<file path="src/rtl/lvds_seq_pkg.sv">
package lvds_seq_pkg;

   localparam int B_OUT_REL = 0;
   localparam int B_PHY_EN  = 1;
   localparam int B_BIAS    = 2;
   localparam int B_PLL_ON  = 3;
   localparam int B_NORMAL  = 4;
   localparam int B_IN_SEL  = 5;
   localparam int B_MODE_LO = 6;

   typedef enum logic [3:0] {
      ST_IDLE, ST_MODE, ST_CHAN, ST_BIAS, ST_PLL, ST_PWD,
      ST_PHY, ST_WAIT, ST_FINAL, ST_ACTIVE, ST_CLEAR
   } seq_state_t;

   typedef struct packed {
      logic gen2_bias;
      logic simple_pll;
      logic has_pwd;
      logic phy_sep;
   } strap_t;

   typedef struct packed {
      logic                wr_main;
      logic                wr_chan;
      logic                wr_pll;
      logic                clear;
      logic                load_base;
      logic [B_IN_SEL-1:0] set_bits;
   } seq_cmd_t;

   function automatic seq_state_t raw_successor(seq_state_t s);
      case (s)
         ST_MODE: return ST_CHAN;
         ST_CHAN: return ST_BIAS;
         ST_BIAS: return ST_PLL;
         ST_PLL:  return ST_PWD;
         ST_PWD:  return ST_PHY;
         ST_PHY:  return ST_WAIT;
         default: return ST_FINAL;
      endcase
   endfunction

   function automatic logic step_applies(seq_state_t s, strap_t k);
      case (s)
         ST_BIAS: return k.gen2_bias;
         ST_PLL:  return k.simple_pll;
         ST_PWD:  return k.has_pwd;
         ST_PHY:  return k.phy_sep && !k.has_pwd;
         ST_WAIT: return k.simple_pll;
         default: return 1'b1;
      endcase
   endfunction

   function automatic seq_state_t next_step(seq_state_t s, strap_t k);
      seq_state_t n   = s;
      seq_state_t r   = ST_FINAL;
      logic       hit = 1'b0;
      for (int i = 0; i < 7; i++) begin
         n = raw_successor(n);
         if (!hit && step_applies(n, k)) begin
            r   = n;
            hit = 1'b1;
         end
      end
      return r;
   endfunction

endpackage

</file>
<file path="src/rtl/lvds_seq_timer.sv">
module lvds_seq_timer #(
   parameter int WAIT_CYC = 800
) (
   input  logic clk,
   input  logic rst_n,
   input  logic run,
   output logic expired
);
   localparam int CNT_W = $clog2(WAIT_CYC + 1);
   localparam logic [CNT_W-1:0] LAST = CNT_W'(WAIT_CYC - 1);

   logic [CNT_W-1:0] cnt_q;

   always_ff @(posedge clk or negedge rst_n) begin
      if (!rst_n)   cnt_q <= '0;
      else if (!run) cnt_q <= '0;
      else          cnt_q <= cnt_q + 1'b1;
   end

   assign expired = run && (cnt_q == LAST);

   // the wait never counts beyond its programmed length
   a_r7_cnt_bound: assert property (@(posedge clk) disable iff (!rst_n)
      run |-> (cnt_q <= LAST));
endmodule

</file>
<file path="src/rtl/lvds_seq_ctrl.sv">
module lvds_seq_ctrl
   import lvds_seq_pkg::*;
#(
   parameter int MODE_W = 3
) (
   input  logic              clk,
   input  logic              rst_n,
   input  logic              start,
   input  logic              stop,
   input  strap_t            straps,
   input  logic [MODE_W-1:0] mode_in,
   input  logic              insel_in,
   input  logic              tmr_done,
   output seq_state_t        state,
   output strap_t            cfg,
   output logic [MODE_W-1:0] mode_q,
   output logic              insel_q,
   output seq_cmd_t          cmd,
   output logic              busy,
   output logic              active
);
   always_ff @(posedge clk or negedge rst_n) begin
      if (!rst_n) begin
         state   <= ST_IDLE;
         cfg     <= '0;
         mode_q  <= '0;
         insel_q <= 1'b0;
      end else if (state == ST_CLEAR) begin
         state <= ST_IDLE;
      end else if (stop) begin
         state <= ST_CLEAR;
      end else begin
         case (state)
            ST_IDLE: if (start) begin
               cfg     <= straps;
               mode_q  <= mode_in;
               insel_q <= insel_in;
               state   <= ST_MODE;
            end
            ST_ACTIVE: state <= ST_ACTIVE;
            ST_WAIT:   if (tmr_done) state <= ST_FINAL;
            ST_FINAL:  state <= ST_ACTIVE;
            default:   state <= next_step(state, cfg);
         endcase
      end
   end

   always_comb begin
      cmd = '0;
      if (state == ST_CLEAR) begin
         cmd.wr_main = 1'b1;
         cmd.wr_chan = 1'b1;
         cmd.wr_pll  = 1'b1;
         cmd.clear   = 1'b1;
      end else if (!stop) begin
         case (state)
            ST_MODE: begin
               cmd.wr_main   = 1'b1;
               cmd.load_base = 1'b1;
            end
            ST_CHAN: cmd.wr_chan = 1'b1;
            ST_BIAS: begin
               cmd.wr_main            = 1'b1;
               cmd.set_bits[B_BIAS]   = 1'b1;
               cmd.set_bits[B_PHY_EN] = 1'b1;
            end
            ST_PLL: begin
               cmd.wr_main            = 1'b1;
               cmd.set_bits[B_PLL_ON] = 1'b1;
            end
            ST_PWD: begin
               cmd.wr_main            = 1'b1;
               cmd.set_bits[B_NORMAL] = 1'b1;
            end
            ST_PHY: begin
               cmd.wr_main            = 1'b1;
               cmd.set_bits[B_PHY_EN] = 1'b1;
            end
            ST_FINAL: begin
               cmd.wr_main             = 1'b1;
               cmd.set_bits[B_OUT_REL] = 1'b1;
               cmd.set_bits[B_PHY_EN]  = cfg.phy_sep && cfg.has_pwd;
            end
            default: ;
         endcase
      end
   end

   assign busy   = (state != ST_IDLE) && (state != ST_ACTIVE);
   assign active = (state == ST_ACTIVE);

   // a stop always leads into the clearing step
   a_r9_stop_to_clear: assert property (@(posedge clk) disable iff (!rst_n)
      (stop && state != ST_CLEAR) |=> (state == ST_CLEAR));
   // an active output stays active until stopped
   a_r10_active_holds: assert property (@(posedge clk) disable iff (!rst_n)
      (state == ST_ACTIVE && !stop) |=> (state == ST_ACTIVE));
endmodule

</file>
<file path="src/rtl/lvds_seq_regs.sv">
module lvds_seq_regs
   import lvds_seq_pkg::*;
#(
   parameter int MODE_W      = 3,
   parameter int NUM_DATA_CH = 4
) (
   input  logic                   clk,
   input  logic                   rst_n,
   input  seq_cmd_t               cmd,
   input  logic [MODE_W-1:0]      mode_q,
   input  logic                   insel_q,
   output logic [MODE_W+5:0]      main_img,
   output logic [NUM_DATA_CH:0]   chan_img,
   output logic                   wr_main,
   output logic                   wr_chan,
   output logic                   wr_pll
);
   localparam int MAIN_W = B_MODE_LO + MODE_W;

   logic [MAIN_W-1:0] base;
   assign base = {mode_q, insel_q, {B_IN_SEL{1'b0}}};

   always_ff @(posedge clk or negedge rst_n) begin
      if (!rst_n) begin
         main_img <= '0;
         wr_main  <= 1'b0;
         wr_chan  <= 1'b0;
         wr_pll   <= 1'b0;
      end else begin
         wr_main <= cmd.wr_main;
         wr_chan <= cmd.wr_chan;
         wr_pll  <= cmd.wr_pll;
         if (cmd.clear)          main_img <= '0;
         else if (cmd.load_base) main_img <= base;
         else if (cmd.wr_main)   main_img <= main_img | {{(MODE_W+1){1'b0}}, cmd.set_bits};
      end
   end

   for (genvar c = 0; c <= NUM_DATA_CH; c++) begin : g_chan
      always_ff @(posedge clk or negedge rst_n) begin
         if (!rst_n)           chan_img[c] <= 1'b0;
         else if (cmd.clear)   chan_img[c] <= 1'b0;
         else if (cmd.wr_chan) chan_img[c] <= 1'b1;
      end
   end

   // normal mode is set by a write that changes nothing else
   a_r5_normal_alone: assert property (@(posedge clk) disable iff (!rst_n)
      $rose(main_img[B_NORMAL]) |-> ((main_img ^ $past(main_img)) == MAIN_W'(1 << B_NORMAL)));
   // bias and PHY enable rise in the same write
   a_r3_bias_with_phy: assert property (@(posedge clk) disable iff (!rst_n)
      $rose(main_img[B_BIAS]) |-> (main_img[B_PHY_EN] && !$past(main_img[B_PHY_EN])));
endmodule

</file>
<file path="src/rtl/lvds_pwrup_seq.sv">
module lvds_pwrup_seq
   import lvds_seq_pkg::*;
#(
   parameter int MODE_W      = 3,
   parameter int NUM_DATA_CH = 4,
   parameter int CLK_PER_US  = 8,
   parameter int WAIT_US     = 100
) (
   input  logic                 clk,
   input  logic                 rst_n,
   input  logic                 start,
   input  logic                 stop,
   input  logic                 strap_gen2_bias,
   input  logic                 strap_simple_pll,
   input  logic                 strap_pwr_down,
   input  logic                 strap_phy_sep,
   input  logic [MODE_W-1:0]    mode_sel,
   input  logic                 in_sel,
   output logic [MODE_W+5:0]    main_img,
   output logic [NUM_DATA_CH:0] chan_img,
   output logic                 wr_main,
   output logic                 wr_chan,
   output logic                 wr_pll,
   output logic                 busy,
   output logic                 active
);
   localparam int WAIT_CYC = WAIT_US * CLK_PER_US;
   localparam int GAP_W    = $clog2(WAIT_CYC + 1);

   initial begin
      assert (MODE_W >= 1)      else $error("MODE_W must be at least 1");
      assert (NUM_DATA_CH >= 1) else $error("NUM_DATA_CH must be at least 1");
      assert (WAIT_CYC >= 1)    else $error("startup wait must be at least one cycle");
   end

   strap_t     straps, cfg;
   seq_state_t st;
   seq_cmd_t   cmd;
   logic [MODE_W-1:0] mode_q;
   logic       insel_q, tmr_done;

   assign straps = '{gen2_bias: strap_gen2_bias, simple_pll: strap_simple_pll,
                     has_pwd: strap_pwr_down, phy_sep: strap_phy_sep};

   lvds_seq_ctrl #(.MODE_W(MODE_W)) u_ctrl (
      .clk(clk), .rst_n(rst_n), .start(start), .stop(stop), .straps(straps),
      .mode_in(mode_sel), .insel_in(in_sel), .tmr_done(tmr_done),
      .state(st), .cfg(cfg), .mode_q(mode_q), .insel_q(insel_q), .cmd(cmd),
      .busy(busy), .active(active)
   );

   lvds_seq_timer #(.WAIT_CYC(WAIT_CYC)) u_timer (
      .clk(clk), .rst_n(rst_n), .run(st == ST_WAIT), .expired(tmr_done)
   );

   lvds_seq_regs #(.MODE_W(MODE_W), .NUM_DATA_CH(NUM_DATA_CH)) u_regs (
      .clk(clk), .rst_n(rst_n), .cmd(cmd), .mode_q(mode_q), .insel_q(insel_q),
      .main_img(main_img), .chan_img(chan_img),
      .wr_main(wr_main), .wr_chan(wr_chan), .wr_pll(wr_pll)
   );

   // Cycles since the last main write, saturating; used by the R7 check.
   logic [GAP_W-1:0] gap_q;
   always_ff @(posedge clk or negedge rst_n) begin
      if (!rst_n)                        gap_q <= '0;
      else if (wr_main)                  gap_q <= '0;
      else if (gap_q != GAP_W'(WAIT_CYC)) gap_q <= gap_q + 1'b1;
   end

   // the release write follows the startup wait on simple-PLL parts
   a_r7_wait_gap: assert property (@(posedge clk) disable iff (!rst_n)
      ($rose(main_img[B_OUT_REL]) && cfg.simple_pll) |-> (gap_q >= GAP_W'(WAIT_CYC)));
   // the release write coincides with becoming active
   a_r8_release_active: assert property (@(posedge clk) disable iff (!rst_n)
      $rose(main_img[B_OUT_REL]) |-> (active && !busy));
   // PLL-on is never set on an extended-PLL configuration
   a_r4_ext_no_pll_on: assert property (@(posedge clk) disable iff (!rst_n)
      main_img[B_PLL_ON] |-> cfg.simple_pll);
   // the PLL register is written only as part of a full clear
   a_r4_pll_only_clear: assert property (@(posedge clk) disable iff (!rst_n)
      wr_pll |-> (wr_main && wr_chan && main_img == '0 && chan_img == '0));
   // a stop is followed by a full clear write
   a_r9_clear_write: assert property (@(posedge clk) disable iff (!rst_n)
      (stop && st != ST_CLEAR) |=> ##1 (wr_pll && main_img == '0));
   // channel release directly follows the mode write
   a_r2_chan_after_mode: assert property (@(posedge clk) disable iff (!rst_n)
      $rose(chan_img[0]) |-> $past(wr_main));
endmodule

</file>
<file path="config.mk">
export PLATFORM = sky130hd
export DESIGN_NAME = lvds_pwrup_seq
export DESIGN_NICKNAME = d
export VERILOG_FILES = /design/src/rtl/lvds_seq_pkg.sv /design/src/rtl/lvds_seq_timer.sv /design/src/rtl/lvds_seq_ctrl.sv /design/src/rtl/lvds_seq_regs.sv /design/src/rtl/lvds_pwrup_seq.sv
export SDC_FILE = /design/constraint.sdc
export NUM_CORES = 1
export LEC_CHECK = 0
export CAP_MARGIN = 20
export CORE_AREA = 2 2 72 74
export DETAILED_ROUTE_END_ITERATION = 16
export DIE_AREA = 0 0 74 76
export DONT_BUFFER_PORTS = 1
export SLEW_MARGIN = 5
export SYNTH_ARGS = -nofsm -noshare
export SYNTH_HDL_FRONTEND = slang
export SYNTH_SLANG_ARGS = --single-unit
</file>
<file path="constraint.sdc">
create_clock -name clk -period 2.14 [get_ports clk]
set_input_delay 0.214 -clock clk [delete_from_list [all_inputs] [get_ports clk]]
set_output_delay 0.214 -clock clk [all_outputs]
set_load 0.01 [all_outputs]
</file>
==> results_dict.tcl <==
set metrics [dict create \
    status "finished, final reports clean" \
    rsz0062_at_grt "no" \
    tightest_slew_ns 0.564 \
    die_h_microns 76 \
    finalSetupViolations 0 \
    start_kind "flip-flop" \
    grt_pass1_vias 1612 \
    r2r-end "u_ctrl.state[1]$_DFFE_PN0P_" \
    cts_sinks 35 \
    clock_path_buffers 2 \
    drc 0 \
    peakVddDrop_mv 0.577 \
    yosysSeqAreaShare 0.419 \
    cts_setup_buffers 0 \
    slowest_stage "or4_1" \
    antenna_found_initial 0 \
    die-area_sq_um 5620 \
    port_buffers 0 \
    gp_congestion 0.849 \
    critPathMaxFanout 8 \
    synth_cell_type_count 51 \
    final_antenna_net_count 0 \
    worstPathRequired_ns 2.30 \
    viasPerCell 5.22 \
    cts_buffers 5 \
    syn_to_final_growth_pct 11.9 \
    synth_edf_count 0 \
    top_usage_layer "met2" \
    r2r_slack_ns 0.17 \
    crit_chain "buf_4 > or4_1 > mux2_2 > a211oi_2 > o31ai_1" \
    hold_path_depth 1 \
    drt_iter0_drc 103 \
    synthArstFlopShare 1.00 \
    fin_skew_ns 0.00536 \
    cts_tree "built" \
    io-pin-count 31 \
    rows 26 \
    drt_first_pass_iters 4 \
    synth_common_cells "dfrtp_1 (35), nor2_1 (33), nand2_1 (19)" \
    coreArea_sq_um 4910 \
    die_w_microns 74 \
    nets 255 \
    clk_latency_ns 0.28 \
    synth.area.top_cells "dfrtp_1 (42%), nor2_1 (5.9%), mux2_2 (4.9%)" \
    grt_first_pass_wirelength_microns 7900 \
    met3_usage 0.0423 \
    reg2reg_from "u_ctrl.state[2]$_DFFE_PN0P_" \
    dp.cells 303 \
    netlist_instances 235 \
    overflow 0 \
    syn_avg_cell_area_sq_um 8.89 \
    drt-total-wl_microns 4470 \
    use_met2 0.275 \
    synth_top_cell_by_area "dfrtp_1" \
    cap_violations 0 \
    wl_per_cell_microns 14.3 \
    syn_nets 248 \
    path_clk_slew_ns 0.07 \
    synth_top_area_share 0.419 \
    seq_area_sq_um 877 \
    ys_warn_count 0 \
    finalCritPeriodShare 0.920 \
    vias 1635 \
    yosys_most_used_dff "dfrtp_1" \
    slowest_delay_ns 0.57 \
    use_met1 0.250 \
    slew_violations 0 \
    htree_num_levels 2 \
    p_per_area_nw_per_um2 1340 \
    criticalPathCategory "reg -> reg" \
    cp_data_arrival_time_ns 2.12 \
    n_fill_cell 455 \
    antenna_cells 0 \
    drive_above_1_share 0.198 \
    multi_input_area_sq_um 1100 \
    cp-end-kind "flip-flop" \
    yosysMostFrequentCell "dfrtp_1" \
    fmax_mhz 508 \
    syn_area_sq_um 2090 \
    fin_cells 313 \
    hold_path_end "u_ctrl.cfg[0]$_DFFE_PN0P_" \
    place_hpwl_microns 3220 \
    hold_viol 0 \
    tns_ns 0 \
    min_from "strap_phy_sep" \
    max_slew_margin 0.620 \
    clock-root-buffer "clkbuf_8" \
    period_needed_ns 1.97 \
    worstRegToRegCells 5 \
    grtUsageTotal 0.180 \
    grt_max_degree 36 \
    hp-class "in -> reg" \
    synth-seq-cells 35 \
    p_leak_nw 0.942 \
    initial_core_util 0.425 \
]
## kinds of logic (layout without fill, tap and decap cells)
logic type,after synthesis,in the layout,synth area share
XOR/XNOR,11,11,0.0461
adder cells (fa/ha/maj),1,1,0.00599
multiplexers,9,9,0.0485
buffers and inverters,23,31,0.0569
AO/OA/AOI/OAI,53,53,0.179
AND/OR/NAND/NOR,103,103,0.244
flip-flops,35,35,0.419
## critical path: cells and delay by family (launching register included)
kind / cells / cell delay (ns)
simple gates: 1 / 0.57
compound gates: 2 / 0.30
flops: 1 / 0.48
mux: 1 / 0.29
buf+inv: 1 / 0.21
## power breakdown
| group | switching (mW) | leakage [nW] | internal, mW |
|---|---|---|---|
| sequential | 0.265 | 0.459 | 0.848 |
| combinational | 0.849 | 0.432 | 0.673 |
| clock | 0.214 | 0.0515 | 0.293 |
## how the worst max path moves through the flow
| stage | startpoint | endpoint | slack, ns | depth (start not counted) |
|---|---|---|---|---|
| 2_1_floorplan | u_ctrl.state[0]$_DFFE_PN0P_ | u_ctrl.state[1]$_DFFE_PN0P_ | 0.27 | 6 |
| 3_3_place_gp | u_ctrl.state[0]$_DFFE_PN0P_ | u_ctrl.state[1]$_DFFE_PN0P_ | 0.10 | 6 |
| 3_5_place_dp | u_ctrl.state[0]$_DFFE_PN0P_ | u_ctrl.state[1]$_DFFE_PN0P_ | 0.1 | 6 |
| 4_1_cts | u_ctrl.state[0]$_DFFE_PN0P_ | u_ctrl.state[1]$_DFFE_PN0P_ | 0.07 | 6 |
| 5_1_grt | u_ctrl.state[2]$_DFFE_PN0P_ | u_ctrl.state[3]$_DFFE_PN0P_ | 0.003 | 6 |
| 6_report | u_ctrl.state[2]$_DFFE_PN0P_ | u_ctrl.state[1]$_DFFE_PN0P_ | 0.17 | 5 |
## cells in the final DEF (no fill, tap or decap), types with 4 or more instances in the layout
cell      Yosys  routed
o21ai_0      14      14
mux2_2        9       9
xor2_1        5       5
nor3_1       13      13
a21oi_1      14      14
nor2_1       33      33
dfrtp_1      35      34
nand2b_1      8       8
nor2b_1       5       5
xnor2_1       6       6
clkbuf_8      0       7
buf_4         4      17
nand2_1      19      19
nand3_1       7       7
inv_1         4       4
## layer usage
layer,wire [microns],vias up
met4,31,0
met3,236,2
met2,2200,41
li1,-,830
met1,2000,762
met5,0,-
## what timing repair did
| action | in CTS | in global routing |
|---|---|---|
| setup endpoints to repair | 0 | 4 |
| hold endpoints to repair | 35 | 0 |
| hold buffers | 2 | 0 |
| gates resized for setup | 0 | 2 |
## registers in the layout (all words and copies together) (netlist names), 3 cells and up
register	flops
u_regs.main_img	9
u_timer.cnt_q	10
u_ctrl.cfg	4
u_ctrl.mode_q	3
u_ctrl.state	4
## cell type report
type | count | area share
inverter | 4 | 0.00642
timing repair buffer | 19 | 0.0674
sequential | 35 | 0.375
multi-input combinational | 177 | 0.471
clock buffer | 8 | 0.0428
tap | 70 | 0.0375
## stage by stage
step,power [mW],utilization,cell area [sq um],hold WS (ns),worst slack [ns]
6_report,3.14,0.476,2340,0.0813,0.171
5_1_grt,3.41,0.476,2340,0.0607,0.00340
4_1_cts,3.16,0.475,2330,0.0692,0.0681
3_5_place_dp,2.61,0.448,2200,-0.0810,0.0951
3_3_place_gp,2.62,0.448,2200,-0.0810,0.101
2_1_floorplan,2.25,-,2090,-0.0816,0.265
(Power assumes the default switching activity.)
